$ cat config.mk
export PLATFORM = sky130hd
export DESIGN_NAME = wt_snoop_cache
export DESIGN_NICKNAME = d
export VERILOG_FILES = /design/src/rtl/wt_cache_pkg.sv /design/src/rtl/wt_cache_tags.sv /design/src/rtl/wt_cache_data.sv /design/src/rtl/wt_snoop_cache.sv
export SDC_FILE = /design/constraint.sdc
export NUM_CORES = 1
export LEC_CHECK = 0
export BUFFER_PORTS_ARGS = -buffer_cell sky130_fd_sc_hd__buf_2
export CAP_MARGIN = 20
export CELL_PAD_IN_SITES_DETAIL_PLACEMENT = 1
export CELL_PAD_IN_SITES_GLOBAL_PLACEMENT = 2
export CORE_MARGIN = 4
export CORE_UTILIZATION = 50
export CTS_BUF_LIST = sky130_fd_sc_hd__clkbuf_4 sky130_fd_sc_hd__clkbuf_8
export DETAILED_ROUTE_END_ITERATION = 7
export PLACE_DENSITY = 0.84
export SLEW_MARGIN = 20
export SYNTH_ARGS = -nofsm -noshare
export SYNTH_HDL_FRONTEND = slang
export SYNTH_SLANG_ARGS = --single-unit
$ cat constraint.sdc
create_clock -name clk -period 9.7 [get_ports clk]
set_input_delay 1.455 -clock clk [delete_from_list [all_inputs] [get_ports clk]]
set_output_delay 1.455 -clock clk [all_outputs]
set_load 0.02 [all_outputs]
$ cat src/rtl/wt_cache_pkg.sv
package wt_cache_pkg;
  typedef enum logic [2:0] {
    ST_IDLE,
    ST_CHECK,
    ST_SINGLE,
    ST_HITRD,
    ST_FILL
  } cache_state_e;
endpackage

$ cat src/rtl/wt_cache_tags.sv
module wt_cache_tags #(
  parameter int LINES = 16,
  parameter int IDX_W = 4,
  parameter int TAG_W = 10
) (
  input  logic             clk,
  input  logic             rst,
  input  logic [IDX_W-1:0] rd_idx,
  output logic [TAG_W-1:0] rd_tag,
  output logic             rd_vld,
  input  logic             snp_en,
  input  logic [IDX_W-1:0] snp_idx,
  input  logic [TAG_W-1:0] snp_tag,
  input  logic             clr_all,
  input  logic             fill_en,
  input  logic [IDX_W-1:0] fill_idx,
  input  logic [TAG_W-1:0] fill_tag,
  input  logic             fill_ok,
  output logic [LINES-1:0] vld_vec
);
  logic [TAG_W-1:0] tag_q [LINES];

  always_ff @(posedge clk) begin
    if (fill_en) tag_q[fill_idx] <= fill_tag;
  end

  for (genvar g = 0; g < LINES; g++) begin : g_line
    always_ff @(posedge clk) begin
      if (rst || clr_all)
        vld_vec[g] <= 1'b0;
      else if (fill_en && fill_idx == IDX_W'(g))
        vld_vec[g] <= fill_ok;
      else if (snp_en && snp_idx == IDX_W'(g) && tag_q[g] == snp_tag)
        vld_vec[g] <= 1'b0;
    end
  end

  assign rd_tag = tag_q[rd_idx];
  assign rd_vld = vld_vec[rd_idx];
endmodule

$ cat src/rtl/wt_cache_data.sv
module wt_cache_data #(
  parameter int DEPTH = 64,
  parameter int AW    = 6,
  parameter int DW    = 8
) (
  input  logic          clk,
  input  logic          wr_en,
  input  logic [AW-1:0] wr_addr,
  input  logic [DW-1:0] wr_data,
  input  logic [AW-1:0] rd_addr,
  output logic [DW-1:0] rd_data
);
  logic [DW-1:0] ram [DEPTH];

  always_ff @(posedge clk) begin
    if (wr_en) ram[wr_addr] <= wr_data;
    rd_data <= ram[rd_addr];
  end
endmodule

$ cat src/rtl/wt_snoop_cache.sv
module wt_snoop_cache
  import wt_cache_pkg::*;
#(
  parameter int ADDR_W     = 16,
  parameter int DATA_W     = 8,
  parameter int LINES      = 16,
  parameter int LINE_BYTES = 4
) (
  input  logic              clk,
  input  logic              rst,
  input  logic              cpu_req,
  input  logic              cpu_we,
  input  logic [ADDR_W-1:0] cpu_addr,
  input  logic [DATA_W-1:0] cpu_wdata,
  output logic              cpu_busy,
  output logic              cpu_rvalid,
  output logic [DATA_W-1:0] cpu_rdata,
  output logic              mem_req,
  output logic              mem_we,
  output logic [ADDR_W-1:0] mem_addr,
  output logic [DATA_W-1:0] mem_wdata,
  input  logic              mem_ack,
  input  logic [DATA_W-1:0] mem_rdata,
  input  logic              snp_valid,
  input  logic [ADDR_W-1:0] snp_addr,
  input  logic              inv_all,
  input  logic [ADDR_W-1:0] nc_base,
  input  logic [ADDR_W-1:0] nc_mask
);
  localparam int IDX_W  = $clog2(LINES);
  localparam int OFF_W  = $clog2(LINE_BYTES);
  localparam int TAG_W  = ADDR_W - IDX_W - OFF_W;
  localparam int RAM_AW = IDX_W + OFF_W;
  localparam int DEPTH  = LINES * LINE_BYTES;
  localparam logic [OFF_W-1:0] LAST_BEAT = OFF_W'(LINE_BYTES - 1);

  cache_state_e      state_q;
  logic              rq_we, rq_nc, fill_kill_q;
  logic [ADDR_W-1:0] rq_addr;
  logic [DATA_W-1:0] rq_wdata;
  logic [OFF_W-1:0]  beat_q;

  logic [IDX_W-1:0]  rq_idx, snp_idx;
  logic [TAG_W-1:0]  rq_tag, snp_tag, look_tag;
  logic [OFF_W-1:0]  rq_off;
  logic              look_vld, hit, snp_same_idx;
  logic              fill_en, fill_ok;
  logic              ram_we;
  logic [RAM_AW-1:0] ram_waddr;
  logic [DATA_W-1:0] ram_wdata, ram_q;
  logic [LINES-1:0]  vld_vec;

  assign rq_off  = rq_addr[OFF_W-1:0];
  assign rq_idx  = rq_addr[OFF_W +: IDX_W];
  assign rq_tag  = rq_addr[ADDR_W-1 -: TAG_W];
  assign snp_idx = snp_addr[OFF_W +: IDX_W];
  assign snp_tag = snp_addr[ADDR_W-1 -: TAG_W];

  assign hit          = look_vld && (look_tag == rq_tag);
  assign snp_same_idx = snp_valid && (snp_idx == rq_idx);
  assign fill_en      = (state_q == ST_FILL) && mem_ack && (beat_q == LAST_BEAT);
  assign fill_ok      = !fill_kill_q && !snp_same_idx && !inv_all;
  assign cpu_busy     = (state_q != ST_IDLE) || inv_all;

  always_comb begin
    ram_we    = 1'b0;
    ram_waddr = {rq_idx, rq_off};
    ram_wdata = rq_wdata;
    if (state_q == ST_FILL && mem_ack) begin
      ram_we    = 1'b1;
      ram_waddr = {rq_idx, beat_q};
      ram_wdata = mem_rdata;
    end else if (state_q == ST_SINGLE && mem_ack && rq_we && !rq_nc && hit) begin
      ram_we = 1'b1;
    end
  end

  wt_cache_tags #(.LINES(LINES), .IDX_W(IDX_W), .TAG_W(TAG_W)) u_tags (
    .clk      (clk),
    .rst      (rst),
    .rd_idx   (rq_idx),
    .rd_tag   (look_tag),
    .rd_vld   (look_vld),
    .snp_en   (snp_valid),
    .snp_idx  (snp_idx),
    .snp_tag  (snp_tag),
    .clr_all  (inv_all),
    .fill_en  (fill_en),
    .fill_idx (rq_idx),
    .fill_tag (rq_tag),
    .fill_ok  (fill_ok),
    .vld_vec  (vld_vec)
  );

  wt_cache_data #(.DEPTH(DEPTH), .AW(RAM_AW), .DW(DATA_W)) u_data (
    .clk     (clk),
    .wr_en   (ram_we),
    .wr_addr (ram_waddr),
    .wr_data (ram_wdata),
    .rd_addr ({rq_idx, rq_off}),
    .rd_data (ram_q)
  );

  always_ff @(posedge clk) begin
    if (rst) begin
      state_q     <= ST_IDLE;
      rq_we       <= 1'b0;
      rq_nc       <= 1'b0;
      rq_addr     <= '0;
      rq_wdata    <= '0;
      beat_q      <= '0;
      fill_kill_q <= 1'b0;
      cpu_rvalid  <= 1'b0;
      cpu_rdata   <= '0;
      mem_req     <= 1'b0;
      mem_we      <= 1'b0;
      mem_addr    <= '0;
      mem_wdata   <= '0;
    end else begin
      cpu_rvalid <= 1'b0;
      unique case (state_q)
        ST_IDLE: begin
          if (cpu_req && !inv_all) begin
            rq_we    <= cpu_we;
            rq_addr  <= cpu_addr;
            rq_wdata <= cpu_wdata;
            rq_nc    <= ((cpu_addr ^ nc_base) & nc_mask) == '0;
            state_q  <= ST_CHECK;
          end
        end
        ST_CHECK: begin
          if (rq_nc || rq_we) begin
            mem_req   <= 1'b1;
            mem_we    <= rq_we;
            mem_addr  <= rq_addr;
            mem_wdata <= rq_wdata;
            state_q   <= ST_SINGLE;
          end else if (hit) begin
            state_q <= ST_HITRD;
          end else begin
            mem_req     <= 1'b1;
            mem_we      <= 1'b0;
            mem_addr    <= {rq_tag, rq_idx, OFF_W'(0)};
            beat_q      <= '0;
            fill_kill_q <= snp_same_idx || inv_all;
            state_q     <= ST_FILL;
          end
        end
        ST_HITRD: begin
          cpu_rvalid <= 1'b1;
          cpu_rdata  <= ram_q;
          state_q    <= ST_IDLE;
        end
        ST_SINGLE: begin
          if (mem_ack) begin
            mem_req    <= 1'b0;
            cpu_rvalid <= 1'b1;
            cpu_rdata  <= rq_we ? rq_wdata : mem_rdata;
            state_q    <= ST_IDLE;
          end
        end
        ST_FILL: begin
          fill_kill_q <= fill_kill_q || snp_same_idx || inv_all;
          if (mem_ack) begin
            if (beat_q == rq_off) cpu_rdata <= mem_rdata;
            if (beat_q == LAST_BEAT) begin
              mem_req    <= 1'b0;
              cpu_rvalid <= 1'b1;
              state_q    <= ST_IDLE;
            end else begin
              beat_q   <= beat_q + 1'b1;
              mem_addr <= mem_addr + 1'b1;
            end
          end
        end
        default: state_q <= ST_IDLE;
      endcase
    end
  end
endmodule

==> impl_metrics.py, run 1 <==
metrics = {
    "worst_setup_path": {
        "end_kind": "flop",
        "r2r_slack_ps": 4700,
        "reg2reg_depth": 10,
        "cp.arrival_ps": 5360,
        "critical_path_class": "flop to flop",
        "critPathBufInv": 2,
        "path_max_fanout": 38,
        "cp_cell_sequence": "buf_4, mux4_2, mux4_2, xnor2_1, o211a_1, nand4_2, nor4_2, o22ai_2, buf_4, nor2_1",
        "rr_endpoint": "u_data.ram[42][4]",
        "cp.required_ps": 10060,
        "crit_slowest_cell": "nor4_2",
        "cp_num_cells": 10,
        "startpoint_type": "flop",
        "critPathMaxStageDelay_ps": 800,
        "critPathTopFamily": "simple AND/OR/NAND/NOR gates",
    },
    "clock_network": {
        "cts_sinks": 767,
        "clock-root-buffer": "clkbuf_8",
        "cts_buffer_depth": 3,
        "cts_buffers": 120,
        "clk_latency_ps": 760,
        "cts_tree": "done",
        "cts_setup_buffers": 0,
        "hold_buffers": 0,
        "clkTransAtPathRegs_ps": 60,
        "cts.htree.levels": 3,
        "cts.repair.resized": 0,
    },
    "layout": {
        "drive_above_1_share_pct": 26.00,
        "nets": 2255,
        "fill_cells": 5946,
        "syn2layout_area_growth_pct": 12.28,
    },
    "logic_synthesis": {
        "synth_cell_types": 62,
        "synth_cells": 2002,
        "synth_area_leaders": "edfxtp_1 (61%), mux4_2 (13%), dfxtp_1 (5.8%)",
        "synth_seq_cells": 767,
        "synth_edf_count": 672,
        "syn_avg_cell_area_um2": 16.42,
        "yosysWarnings": 0,
        "synth.cell_area_um2": 32870,
        "synthesis.nets": 2091,
        "synth_top_area_share_pct": 61.39,
        "ys_seq_area_share_pct": 67.18,
        "async_reset_ff_share_pct": 0,
        "yosys.area.top_type": "edfxtp_1",
        "synthTopCellsByCount": "edfxtp_1 (672), mux4_2 (193), nor2_1 (135), nand2_1 (122), xnor2_1 (119)",
        "synth.most_common_cell": "edfxtp_1",
        "synth-main-ff-cell": "edfxtp_1",
    },
    "timing": {
        "fmax_mhz": 200.1,
        "tns_ps": 0,
        "finalMaxSlewViolations": 0,
        "maxSlewHeadroom_pct": 23.09,
        "setup_slack_ps": 4703,
        "fin_crit_ps": 4997,
        "finalClockSkew_ps": 50.42,
        "setup_viol_count_final": 0,
        "rsz0062_at_grt": "no",
        "worst_pin_slew_ps": 1145,
        "fin_crit_sh_pct": 51.52,
        "hold_viol": 0,
    },
    "power": {
        "pwr-share-comb_pct": 7.2,
        "power.internal_mw": 5.286,
        "seq_power_share_pct": 52.7,
        "p_clk_share_pct": 40.1,
        "power-per-cell-area_nw_per_um2": 188.1,
        "power.leakage_nw": 12.10,
        "p_total_mw": 6.943,
        "max-vdd-ir-drop_uv": 187.7,
        "power.switching_mw": 1.658,
        "switching_share_pct": 23.87,
    },
    "floorplan": {
        "die_h_um": 264.4,
        "coreArea_um2": 64810,
        "std_cell_rows": 93,
        "io_pins": 123,
        "floorplan.initialDensity_pct": 50.72,
        "die_w_um": 264.4,
        "fp.dieArea_um2": 69910,
    },
    "global_route": {
        "grt-ovfl-total": 0,
        "grt_usage_pct": 26.26,
        "grt_pass1_vias": 20480,
        "antenna_found_initial": 1,
        "grt_max_degree": 69,
        "grt_pass1_wl_um": 136900,
    },
    "status": {
        "outcome": "finished, final reports clean",
    },
    "placement": {
        "place_hpwl_um": 60000,
        "place_congestion": 0.8838,
        "pre_cts_ws_ps": 4686,
        "port_buffers": 120,
    },
    "flow_run": {
        "cap_violations": 0,
    },
    "hold_path": {
        "hold_start": "mem_wdata[2]",
        "holdPathStages": 2,
        "worstHoldEndpoint": "mem_wdata[2]",
        "hold_class": "flop to flop",
    },
    "routing": {
        "drc": 0,
        "postRouteAntennaNets": 0,
        "dr.pass1.iters": 5,
        "drt_iter0_markers": 1980,
        "wl_um": 92320,
        "vias": 19440,
        "wire_per_inst_um": 29.58,
        "drt-vias-per-instance": 6.230,
    },
}
==> tightest hold or removal path, cell delays in order (launching register included) <==
cell	delay [ps]
dfxtp_1	310
nand2_1	50
a21oi_1	50
==> cell usage in the layout, fill, tap and decap left out, drive strengths merged, types with 15 or more instances in the layout <==
cell    instances
nand4          38
edfxtp        672
o21ai          39
and3           16
a22oi          32
mux2           30
a221oi         19
nor2          135
dfxtp          95
xnor2         119
nand3          22
buf           172
nor3           15
mux2i          40
nand2         122
mux4          193
xor2           73
clkinv         41
clkbuf        170
a21oi          64
==> cells by family (layout without fill, tap and decap cells) <==
kind of cell,Yosys count,after routing,synth area share (%)
muxes,263,263,15.47
AOI/OAI and AO/OA,223,223,4.477
buffers and inverters,138,401,1.648
DFF,767,767,67.18
xor gates and xnor gates,192,192,5.116
adders and majority gates,2,2,0.07612
and+or+nand+nor,417,417,6.037
other,0,1,0
==> how the worst max path moves through the flow <==
stage | start | slack [ps] | end
after detailed placement | flop | 4690 | u_data.ram[6][5]
final | flop | 4700 | u_data.ram[42][4]
after global placement | flop | 4830 | u_data.ram[26][0]
after CTS | flop | 4730 | u_data.ram[6][6]
after global routing | flop | 4570 | u_data.ram[45][6]
after floorplan | flop | 6120 | u_data.ram[49][0]
==> cell type report <==
type,count,area (um2),area share (%)
clock buffer,170,2058,5.577
multi-input combinational,1097,10290,27.88
timing repair buffer,172,991.0,2.685
tap,855,1070,2.899
clock inverter,51,374.1,1.014
antenna,1,2.502,0.006781
sequential,767,22090,59.86
inverter,8,30.03,0.08137
==> routing by layer <==
| layer | wire length, um | global-route usage (%) | up-vias |
|---|---|---|---|
| met5 | 0 | 0 | - |
| met3 | 5495 | 4.585 | 180 |
| met4 | 3368 | 9.466 | 0 |
| met1 | 37330 | 35.57 | 10220 |
| met2 | 46130 | 43.44 | 811 |
| li1 | - | - | 8230 |
==> registers in the layout, summed over array words and instances (netlist names), 2 cells and up, named ones only <==
register,flops
cpu_rdata,8
u_tags.tag_q,160
u_data.rd_data,8
mem_addr,16
rq_addr,16
beat_q,2
mem_wdata,8
rq_wdata,8
state_q,3
u_data.ram,512
u_tags.vld_vec,16
==> stage by stage <==
stage | std cells | area, um2 | util, % | hold WS [ps]
6_report | 3121 | 36910 | 56.94 | 453.0
4_1_cts | 3119 | 36890 | 56.92 | 457.0
2_1_floorplan | 2002 | 32870 | - | 453.8
3_3_place_gp | 2898 | 34460 | 53.16 | 441.6
3_5_place_dp | 2898 | 34460 | 53.16 | 449.6
5_1_grt | 3120 | 36900 | 56.94 | 468.6
==> power by group through the flow <==
stage	logic (mW)	registers (mW)	clock network [mW]
global route	0.534	3.66	2.99
global placement	0.483	3.73	0
detailed placement	0.500	3.73	0
CTS	0.503	3.66	2.83
floorplan	0.317	3.71	0
finish	0.501	3.66	2.78
Note: power is estimated with default switching activity, not from simulation.
==> run 2: changes to the inputs <==
--- a/config.mk
+++ b/config.mk
@@ -5,15 +5,16 @@
 export SDC_FILE = /design/constraint.sdc
 export NUM_CORES = 1
 export LEC_CHECK = 0
+export ABC_AREA = 1
 export BUFFER_PORTS_ARGS = -buffer_cell sky130_fd_sc_hd__buf_2
 export CAP_MARGIN = 20
 export CELL_PAD_IN_SITES_DETAIL_PLACEMENT = 1
 export CELL_PAD_IN_SITES_GLOBAL_PLACEMENT = 2
 export CORE_MARGIN = 4
-export CORE_UTILIZATION = 50
+export CORE_UTILIZATION = 43
 export CTS_BUF_LIST = sky130_fd_sc_hd__clkbuf_4 sky130_fd_sc_hd__clkbuf_8
 export DETAILED_ROUTE_END_ITERATION = 7
-export PLACE_DENSITY = 0.84
+export PLACE_DENSITY = 0.82
 export SLEW_MARGIN = 20
 export SYNTH_ARGS = -nofsm -noshare
 export SYNTH_HDL_FRONTEND = slang
==> constraint.sdc (replaced) <==
create_clock -name clk -period 5 [get_ports clk]
set_input_delay 0.75 -clock clk [delete_from_list [all_inputs] [get_ports clk]]
set_output_delay 0.75 -clock clk [all_outputs]
set_load 0.02 [all_outputs]
==> impl_metrics.py, run 2 <==
metrics = {
    "clock_network": {
        "cts_tree": "done",
        "cts.htree.levels": 4,
        "clkTransAtPathRegs_ps": 70,
        "cts_buffers": 134,
        "clock-root-buffer": "clkbuf_8",
        "cts.repair.resized": 0,
        "hold_buffers": 0,
        "cts_setup_buffers": 0,
        "clk_latency_ps": 790,
        "cts_buffer_depth": 3,
        "cts_sinks": 767,
    },
    "worst_setup_path": {
        "rr_endpoint": "u_data.ram[42][2]",
        "path_max_fanout": 25,
        "crit_slowest_cell": "o21ai_4",
        "cp.required_ps": 5480,
        "path_common_cell": "nand2_1",
        "critPathTopFamily": "simple AND/OR/NAND/NOR gates",
        "cp_cell_sequence": "inv_2, buf_12, buf_4, nand2_1, nand3_1, nand3_1, nand3_1, nand2_1, nand2_1, nand2_1, nor2_1, nand2_1, inv_1, nand3_2, o21ai_4, nand3_2, nor2_1, buf_4",
        "critical_path_class": "flop to flop",
        "startpoint_type": "flop",
        "critPathBufInv": 5,
        "r2r_slack_ps": 850,
        "reg2reg_depth": 18,
        "end_kind": "flop",
        "critPathMaxStageDelay_ps": 460,
        "cp.arrival_ps": 4640,
    },
    "floorplan": {
        "coreArea_um2": 77470,
        "fp.dieArea_um2": 82710,
        "std_cell_rows": 102,
        "io_pins": 123,
        "die_h_um": 287.6,
        "floorplan.initialDensity_pct": 43.39,
        "die_w_um": 287.6,
    },
    "timing": {
        "fin_crit_sh_pct": 83.04,
        "tns_ps": 0,
        "worst_pin_slew_ps": 1148,
        "finalClockSkew_ps": 48.81,
        "rsz0062_at_grt": "no",
        "fin_hold_ws_ps": 198.4,
        "fin_crit_ps": 4152,
        "hold_viol": 0,
        "fmax_mhz": 240.8,
        "finalMaxSlewViolations": 0,
        "setup_viol_count_final": 0,
        "maxSlewHeadroom_pct": 23.39,
    },
    "routing": {
        "drc": 0,
        "postRouteAntennaNets": 0,
        "dr.pass1.iters": 5,
        "vias": 26140,
        "drt-vias-per-instance": 5.799,
        "drt_iter0_markers": 2264,
        "wl_um": 113100,
        "wire_per_inst_um": 25.09,
    },
    "layout": {
        "nets": 3451,
        "final_cell_mix": "edfxtp_1 (672), nor2_1 (499), nand2_1 (460)",
        "top_regs": "u_data.ram (512), u_tags.tag_q (160)",
        "layoutNonFillerInstCount": 4507,
        "drive_above_1_share_pct": 14.43,
        "largest_reg_flops": 512,
        "syn2layout_area_growth_pct": 14.93,
        "fill_cells": 8434,
        "final_common_cell": "edfxtp_1",
        "post-route-util_pct": 49.87,
        "top_register": "u_data.ram",
    },
    "global_route": {
        "grt_pass1_wl_um": 168200,
        "grt_max_degree": 177,
        "antenna_found_initial": 2,
        "grt_usage_pct": 27.08,
        "grt-ovfl-total": 0,
        "grt_pass1_vias": 26870,
    },
    "logic_synthesis": {
        "synth_seq_cells": 767,
        "synth_top_area_share_pct": 60.03,
        "synth.cell_area_um2": 33610,
        "synth.most_common_cell": "edfxtp_1",
        "syn_avg_cell_area_um2": 10.63,
        "synth_edf_count": 672,
        "yosysWarnings": 0,
        "synth-main-ff-cell": "edfxtp_1",
        "synth_cell_types": 51,
        "synth_cells": 3163,
        "yosys.area.top_type": "edfxtp_1",
        "ys_seq_area_share_pct": 65.69,
        "synth_area_leaders": "edfxtp_1 (60%), dfxtp_1 (5.7%), nor2_1 (5.6%)",
        "async_reset_ff_share_pct": 0,
        "synthTopCellsByCount": "edfxtp_1 (672), nor2_1 (503), nand2_1 (460), o21ai_0 (367), inv_1 (185)",
        "synthesis.nets": 3252,
    },
    "hold_path": {
        "hold_start": "cpu_wdata[1]",
        "worstHoldEndpoint": "rq_wdata[1]",
        "holdPathStages": 3,
        "hold_class": "input pin to flop",
    },
    "placement": {
        "dp.cells": 4264,
        "place_hpwl_um": 73210,
        "place_congestion": 0.9107,
        "port_buffers": 120,
    },
    "flow_run": {
        "cap_violations": 0,
    },
    "status": {
        "outcome": "finished, final reports clean",
    },
    "power": {
        "max-vdd-ir-drop_uv": 299.1,
        "power.leakage_nw": 14.03,
        "power-per-cell-area_nw_per_um2": 419.1,
        "p_total_mw": 16.19,
    },
}
run 2: cell count changes after synthesis, moves of 20 or more:
cell | before | now
mux4_2 | 193 | 0
mux2i_1 | 40 | 0
clkbuf_1 | 95 | 152
nand2_1 | 122 | 460
mux2_1 | 30 | 0
o21ai_0 | 21 | 367
o22ai_1 | 9 | 155
nand4_1 | 37 | 17
a22oi_1 | 32 | 2
nand3_1 | 22 | 155
nor2_1 | 135 | 503
xnor2_1 | 119 | 9
inv_1 | 5 | 185
run 2: area by class of cell:
class | count | area (um2) | share of cell area (%)
clock buffers | 175 | 2215 | 5.732
repair buffers | 246 | 1667 | 4.314
well taps | 1040 | 1301 | 3.368
diodes | 1 | 2.502 | 0.006477
clock inverters | 65 | 437.9 | 1.134
inverters | 199 | 753.2 | 1.950
flip-flops and latches | 767 | 22090 | 57.18
multi-input cells | 2014 | 10160 | 26.31
run 2: cells by family after synthesis:
group           share of synthesized area (%)
flops                                   65.69
simple gates                            14.71
fa+ha+maj                             0.07443
buf+inv                                 4.478
compound gates                          13.12
xor+xnor                                1.928
run 2: worst min-delay path, stage by stage:
cell	delay, ps
buf_2	80
nor2_1	40
nor2_1	80
run 2: where the power goes:
part,switching [mW],internal (mW)
registers,0.218,7.35
logic,2.15,0.757
clock network,2.68,3.04
total,5.05,11.1
run 2: worst max-delay path by stage:
stage                     from                end  cells after the start
detailed placement        flop  u_data.ram[32][1]                     18
global placement          flop  u_data.ram[23][4]                     19
CTS                       flop  u_data.ram[42][4]                     18
global route              flop  u_data.ram[32][1]                     16
finish                    flop  u_data.ram[42][2]                     18
floorplan           state_q[2]   u_data.ram[0][0]                      8
run 2: per-stage QoR:
stage,instance area (um2),setup slack [ps]
6_report,38630,847.8
5_1_grt,38630,620.7
4_1_cts,38580,912.2
3_5_place_dp,35930,922.7
3_3_place_gp,35930,962.4
2_1_floorplan,33610,308.4
run 2: routing by layer:
metal  global-route usage (%)  vias up  part of all wire (%)
met4                    10.75        0                   3.8
met5                        0        -                     0
li1                         -    11720                     -
met3                    4.711      251                   6.1
met2                    45.44      911                    49
met1                    35.09    13250                    41
